**src/rtl/hl_pkg.sv**
```systemverilog
package hl_pkg;
    localparam int          HDR_LEN_POS = 24;
    localparam int          HDR_MIN_LEN = HDR_LEN_POS + 1;
    localparam int          REC_BYTES   = 9;
    localparam int          OFF_BYTES   = 4;
    localparam logic [15:0] CRC_POLY    = 16'h8408;

    typedef enum logic [2:0] {
        S_IDLE,
        S_CRC,
        S_HLEN,
        S_CNT,
        S_RID,
        S_OFF
    } st_e;
endpackage

```
**src/rtl/hdr_crc_byte.sv**
```systemverilog
module hdr_crc_byte
    import hl_pkg::*;
(
    input  logic [15:0] crc_in,
    input  logic [7:0]  data,
    output logic [15:0] crc_out
);
    logic [8:0][15:0] chain;

    assign chain[0] = crc_in ^ {8'h00, data};

    for (genvar b = 0; b < 8; b++) begin : g_bit
        assign chain[b+1] = chain[b][0] ? ((chain[b] >> 1) ^ CRC_POLY)
                                        : (chain[b] >> 1);
    end

    assign crc_out = chain[8];
endmodule

```
**src/rtl/hdr_bound_chk.sv**
```systemverilog
module hdr_bound_chk
    import hl_pkg::*;
#(
    parameter int AW = 16
) (
    input  logic [AW-1:0] len,
    input  logic [7:0]    hlen_new,
    input  logic [7:0]    hlen_cur,
    input  logic [7:0]    nrec_new,
    output logic          hlen_bad,
    output logic          tbl_bad
);
    localparam int SW = ((AW > 12) ? AW : 12) + 1;

    logic [SW-1:0] tbl_end;

    assign tbl_end  = SW'(hlen_cur) + SW'(nrec_new) * SW'(REC_BYTES);
    assign hlen_bad = (hlen_new == 8'd0) || (SW'(hlen_new) > SW'(len));
    assign tbl_bad  = tbl_end > SW'(len);
endmodule

```
**src/rtl/hdr_locator.sv**
```systemverilog
module hdr_locator
    import hl_pkg::*;
#(
    parameter int AW = 16
) (
    input  logic          clk,
    input  logic          rst_n,
    input  logic          start,
    input  logic [7:0]    req_id,
    input  logic [AW-1:0] img_len,
    output logic [AW-1:0] mem_addr,
    input  logic [7:0]    mem_rdata,
    output logic          busy,
    output logic          done,
    output logic          found,
    output logic          err,
    output logic [31:0]   offset
);
    localparam int OBW = $clog2(OFF_BYTES);

    typedef struct packed {
        st_e           st;
        logic [AW-1:0] addr;
        logic [AW-1:0] cnt;
        logic          vld;
        logic          pend;
        logic [15:0]   crc;
        logic [AW-1:0] len;
        logic [7:0]    id;
        logic [7:0]    hlen;
        logic [7:0]    nrec;
        logic [7:0]    idx;
        logic [AW-1:0] base;
        logic [OBW-1:0] bcnt;
        logic [31:0]   off;
        logic          busy;
        logic          done;
        logic          found;
        logic          err;
    } regs_t;

    regs_t r_q, r_d;
    logic        rd_en;
    logic [15:0] crc_nx;
    logic        hlen_bad, tbl_bad;

    hdr_crc_byte u_crc (
        .crc_in  (r_q.crc),
        .data    (mem_rdata),
        .crc_out (crc_nx)
    );

    hdr_bound_chk #(.AW(AW)) u_bnd (
        .len      (r_q.len),
        .hlen_new (mem_rdata),
        .hlen_cur (r_q.hlen),
        .nrec_new (mem_rdata),
        .hlen_bad (hlen_bad),
        .tbl_bad  (tbl_bad)
    );

    always_comb begin
        r_d   = r_q;
        rd_en = 1'b0;

        if (r_q.st == S_CRC) begin
            rd_en = (r_q.addr < r_q.len);
        end else if (r_q.st != S_IDLE) begin
            rd_en = !r_q.pend;
        end
        r_d.vld  = rd_en;
        r_d.pend = r_q.pend | rd_en;

        case (r_q.st)
            S_IDLE: begin
                if (start) begin
                    r_d.len   = img_len;
                    r_d.id    = req_id;
                    r_d.done  = 1'b0;
                    r_d.found = 1'b0;
                    r_d.err   = 1'b0;
                    r_d.off   = '0;
                    if (img_len < AW'(HDR_MIN_LEN)) begin
                        r_d.done = 1'b1;
                        r_d.err  = 1'b1;
                    end else begin
                        r_d.st   = S_CRC;
                        r_d.busy = 1'b1;
                        r_d.addr = '0;
                        r_d.cnt  = '0;
                        r_d.crc  = '0;
                        r_d.pend = 1'b0;
                    end
                end
            end
            S_CRC: begin
                if (rd_en) r_d.addr = r_q.addr + AW'(1);
                if (r_q.vld) begin
                    r_d.crc = crc_nx;
                    r_d.cnt = r_q.cnt + AW'(1);
                    if (r_q.cnt == r_q.len - AW'(1)) begin
                        if (crc_nx != 16'h0000) begin
                            r_d.st   = S_IDLE;
                            r_d.busy = 1'b0;
                            r_d.done = 1'b1;
                            r_d.err  = 1'b1;
                        end else begin
                            r_d.st   = S_HLEN;
                            r_d.addr = AW'(HDR_LEN_POS);
                            r_d.pend = 1'b0;
                        end
                    end
                end
            end
            S_HLEN: begin
                if (r_q.vld) begin
                    r_d.pend = 1'b0;
                    if (hlen_bad) begin
                        r_d.st   = S_IDLE;
                        r_d.busy = 1'b0;
                        r_d.done = 1'b1;
                        r_d.err  = 1'b1;
                    end else begin
                        r_d.hlen = mem_rdata;
                        r_d.addr = AW'(mem_rdata) - AW'(1);
                        r_d.st   = S_CNT;
                    end
                end
            end
            S_CNT: begin
                if (r_q.vld) begin
                    r_d.pend = 1'b0;
                    if (tbl_bad || mem_rdata == 8'd0) begin
                        r_d.st   = S_IDLE;
                        r_d.busy = 1'b0;
                        r_d.done = 1'b1;
                        r_d.err  = 1'b1;
                    end else begin
                        r_d.nrec = mem_rdata;
                        r_d.idx  = '0;
                        r_d.base = AW'(r_q.hlen);
                        r_d.addr = AW'(r_q.hlen);
                        r_d.st   = S_RID;
                    end
                end
            end
            S_RID: begin
                if (r_q.vld) begin
                    r_d.pend = 1'b0;
                    if (mem_rdata == r_q.id) begin
                        r_d.st   = S_OFF;
                        r_d.addr = r_q.base + AW'(1);
                        r_d.bcnt = '0;
                    end else if (r_q.idx == r_q.nrec - 8'd1) begin
                        r_d.st   = S_IDLE;
                        r_d.busy = 1'b0;
                        r_d.done = 1'b1;
                        r_d.err  = 1'b1;
                    end else begin
                        r_d.idx  = r_q.idx + 8'd1;
                        r_d.base = r_q.base + AW'(REC_BYTES);
                        r_d.addr = r_q.base + AW'(REC_BYTES);
                    end
                end
            end
            S_OFF: begin
                if (r_q.vld) begin
                    r_d.pend = 1'b0;
                    r_d.off  = {mem_rdata, r_q.off[31:8]};
                    r_d.bcnt = r_q.bcnt + OBW'(1);
                    r_d.addr = r_q.addr + AW'(1);
                    if (r_q.bcnt == OBW'(OFF_BYTES - 1)) begin
                        r_d.st    = S_IDLE;
                        r_d.busy  = 1'b0;
                        r_d.done  = 1'b1;
                        r_d.found = 1'b1;
                    end
                end
            end
            default: r_d.st = S_IDLE;
        endcase
    end

    always_ff @(posedge clk or negedge rst_n) begin
        if (!rst_n) r_q <= '0;
        else        r_q <= r_d;
    end

    assign mem_addr = rd_en ? r_q.addr : '0;
    assign busy     = r_q.busy;
    assign done     = r_q.done;
    assign found    = r_q.found;
    assign err      = r_q.err;
    assign offset   = r_q.off;

    p_addr_in_range_r9 : assert property (@(posedge clk) disable iff (!rst_n)
        busy |-> (mem_addr < r_q.len));

    p_ignore_start_r7 : assert property (@(posedge clk) disable iff (!rst_n)
        (busy && start) |=> (r_q.id == $past(r_q.id)) && (r_q.len == $past(r_q.len)));

    p_hold_result_r8 : assert property (@(posedge clk) disable iff (!rst_n)
        (done && !start) |=> done && $stable(found) && $stable(err) && $stable(offset));

    p_busy_done_excl_r8 : assert property (@(posedge clk) disable iff (!rst_n)
        !(busy && done));

    p_found_err_excl_r6 : assert property (@(posedge clk) disable iff (!rst_n)
        !(found && err));

    p_found_needs_done_r5 : assert property (@(posedge clk) disable iff (!rst_n)
        found |-> done);
endmodule

```
**config.mk**
```make
export PLATFORM = sky130hd
export DESIGN_NAME = hdr_locator
export DESIGN_NICKNAME = d
export VERILOG_FILES = /design/src/rtl/hl_pkg.sv /design/src/rtl/hdr_crc_byte.sv /design/src/rtl/hdr_bound_chk.sv /design/src/rtl/hdr_locator.sv
export SDC_FILE = /design/constraint.sdc
export NUM_CORES = 1
export LEC_CHECK = 0
export BUFFER_PORTS_ARGS = -buffer_cell sky130_fd_sc_hd__buf_4
export CAP_MARGIN = 20
export CELL_PAD_IN_SITES_DETAIL_PLACEMENT = 0
export CELL_PAD_IN_SITES_GLOBAL_PLACEMENT = 1
export CORE_MARGIN = 3
export CORE_UTILIZATION = 50
export CTS_BUF_LIST = sky130_fd_sc_hd__clkbuf_16
export DETAILED_ROUTE_END_ITERATION = 8
export GPL_ROUTABILITY_DRIVEN = 0
export HOLD_SLACK_MARGIN = 0.06
export PLACE_DENSITY = 0.87
export RECOVER_POWER = 100
export SYNTH_ARGS = -nofsm -noshare
export SYNTH_HDL_FRONTEND = slang
export SYNTH_SLANG_ARGS = --single-unit
```
**constraint.sdc**
```tcl
create_clock -name clk -period 6.8 [get_ports clk]
set_clock_uncertainty 0.2 [all_clocks]
set_input_delay 1.02 -clock clk [delete_from_list [all_inputs] [get_ports clk]]
set_output_delay 1.02 -clock clk [all_outputs]
set_load 0.02 [all_outputs]
```
==> metrics.md <==
| Metric | Value |
|---|---|
| Finished Layout Cells | `approximately 1.6k` |
| Critical path origin | `mem_rdata[3]` |
| Layout overhead on the synthesized area | `8.36%` |
| HP Class | `reg2reg` |
| GR Overflow Total | `0` |
| H-tree level count | `4` |
| Most common cell after layout, fill and taps aside | `nand2_1` |
| Clk_lat worst skew | `around 0.44 ns` |
| Failing checks | `max-capacitance violations, max-slew violations` |
| Largest net degree at the start of global routing | `67` |
| Detailed Route WL | `32.2 mm` |
| Max Slew Vio Count | `~240` |
| Final worst setup slack | `0.665 ns` |
| Placed cell count | `1595` |
| DRC Markers | `0` |
| Yosys warning count | `0` |
| Most frequent cells in the layout | `190 x nand2_1, 155 x dfrtp_1, 93 x o21ai_0, 88 x nor2_1, 71 x a21oi_1` |
| Rows | `53` |
| Leak Pwr | `5.52 nW` |
| Half-perimeter wire length after placement | `23.0 mm` |
| Die Ht | `154 µm` |
| Worst R2R Setup Slack | `1.14 ns` |
| Crit start category | `primary input` |
| DR vias/cell | `about 6.0` |
| CTS tree | `yes` |
| Hold_ws | `0.284 ns` |
| WP data arrival | `6.31 ns` |
| Clk sinks | `155` |
| Number of nets in the layout | `between 1k and 1.5k` |
| Initial DRT Pass Iterations | `5` |
| Chip Width | `roughly 150 µm` |
| FFs w/ async S/R, synth | `100%` |
| Fin crit share | `90.2%` |
| Flip-flop and latch count after synthesis | `155` |
| Worst Hold End | `busy` |
| Setup TNS | `0 ns` |
| Ant diodes | `0` |
| Iteration-0 DRC Markers | `around 900` |
| Io pins | `87` |
| Min Tclk post-route | `6.13 ns` |
| DP Worst Slack | `0.505 ns` |
| Final ANT Viol Nets | `0` |
| Register area share after synthesis | `35.2%` |
| Root buffer cell | `clkbuf_16` |
| Worst r2r dst | `offset[28]` |
| Post-synth EDFFs | `0` |
| Synth Flop Type | `dfrtp_1` |
| Peak VDD IR | `between 0.15 and 0.2 mV` |
| Setup crit end kind | `flip-flop` |
| Cell area after synthesis | `~11000 µm²` |
| WL/cell | `19.8 µm` |
| WS Path Type | `in2reg` |
| Core Box Area | `approximately 21000 µm²` |
| Slew headroom | `-113%` |
| Final instance area | `11900 µm²` |
| Initial Utilization | `51.6%` |
| Placed Area | `11600 µm²` |
| Initial antenna violation count | `0` |
| Die Area | `around 24000 µm²` |
| # Post-CTS Setup Buffers | `0` |
| Avg Cell Area, Syn | `between 8 and 9 µm²` |
| Fin util | `55.9%` |
| Synth Instances | `1319` |
| CTS Buf Count | `17` |
| Max frequency | `163 MHz` |
| RSZ-0062 raised after global routing | `no` |
| Hold path cells | `1` |
| Hold Buf Count CTS | `0` |
| Via count | `9773` |
| Synth Net Count | `1422` |
| Clock slew at reported path FFs | `about 0.07 ns` |
| Finish-stage setup viols | `0` |
| FF-to-FF Start | `r_q[71]` |
| First-pass GRT wire length | `between 50 and 60 mm` |
| P per Cell Area | `~220 nW/µm²` |
| Worst Path Required | `6.97 ns` |
| Post-CTS Resized | `0` |
| Clock buffer depth | `2` |
| Startpoint of the lowest-slack hold path | `busy` |
| Vias in the first global route | `9300` |
| Slew at the pin with the worst max-slew slack | `between 3 and 4 ns` |
| Reg2reg path depth | `24` |
| GR Util All Layers | `27.0%` |
| Overall Power | `2.60 mW` |
| Synth unique cells | `76` |
| CP Max Fanout | `11` |
| Fin. Hold Viols | `0` |
| Max-Cap Viols | `5` |
| Number of I/O port buffers | `86` |
| Status | `finished, violations left` |
| Layout cells sized above 1 | `7.85%` |
[cells in the mapped netlist, drive strengths merged, types with 6 or more instances]
library cell / n / share of area, %
o211ai: 9 / 0.61
nand4: 21 / 1.2
clkbuf: 60 / 2.1
nor4: 19 / 1.2
nand2b: 15 / 0.85
a21o: 9 / 0.61
mux2i: 12 / 1.1
o221ai: 7 / 0.56
nor3: 28 / 1.4
nand3: 65 / 3.0
inv: 57 / 1.9
a211oi: 7 / 0.52
mux2: 14 / 1.4
xnor2: 56 / 4.5
nor2b: 11 / 0.62
and3: 22 / 1.2
a22o: 11 / 0.87
or3: 11 / 0.62
a22oi: 6 / 0.45
dfrtp: 155 / 35
nand2: 190 / 6.5
nand3b: 6 / 0.41
a31oi: 15 / 0.85
a21oi: 71 / 3.2
ha: 63 / 7.2
or2: 9 / 0.53
o21ai: 93 / 4.2
buf: 40 / 2.6
o22ai: 19 / 1.1
nor2: 89 / 3.1
and2: 12 / 0.68
xor2: 47 / 3.7
[sequential cells by signal, indices dropped and copies added, names as in the netlist]
register	flops
done	1
err	1
r_q	119
found	1
busy	1
offset	32
[worst max path at each step]
stage,end,slack (ns),cells after the start
final,offset[28],0.67,24
after global routing,offset[26],0.17,24
after CTS,r_q[146],0.84,22
after detailed placement,r_q[146],0.50,22
after global placement,r_q[146],0.65,22
after floorplan,r_q[146],1.38,21
[logic make-up (layout without fill, tap and decap cells)]
logic type,after synthesis,count (layout),synth area share (%)
compound gates,285,285,16.0
buf+inv,158,190,6.78
fa+ha+maj,70,70,8.24
simple gates,522,522,23.1
xor+xnor,103,103,8.19
flops,155,155,35.2
mux,26,26,2.52
[layer usage]
metal,GRT usage [%],vias up,part of all wire [%]
li1,-,4658,-
met4,5.97,0,1.5
met3,5.71,45,7.6
met1,39.1,4668,46
met5,0,-,0
met2,41.8,402,45
[power breakdown]
part / internal (mW) / switching, mW / total, mW
Clock: 0.548 / 0.439 / 0.988
Sequential: 0.996 / 0.0847 / 1.08
Combinational: 0.232 / 0.304 / 0.536
[critical path, stage by stage]
cell and delay, ns:
buf_4 0.17, ha_1 0.28, ha_1 0.27, ha_1 0.34, nor2b_1 0.15, o21ai_0 0.26, a21boi_0 0.19, o21ai_0 0.22
a21boi_0 0.14, o21ai_0 0.16, nand2b_1 0.11, a21oi_1 0.17, nor2b_1 0.06, ha_1 0.30, nand4b_1 0.17, nor4_1 0.32
a21oi_1 0.07, o211a_1 0.17, o221ai_1 0.21, nand3_1 0.39, nor2_1 0.48, clkbuf_1 0.36, nand2_1 0.18, nand2_1 0.08
[final cells by class]
type | instances | area [µm²]
Fill cell | 2011 | 9410
Multi-Input combinational cell | 1006 | 6360
Sequential cell | 155 | 3880
Timing Repair Buffer | 102 | 552
Clock buffer | 17 | 425
Tap cell | 275 | 344
Inverter | 57 | 214
Clock inverter | 14 | 160
(Power assumes the default switching activity.)
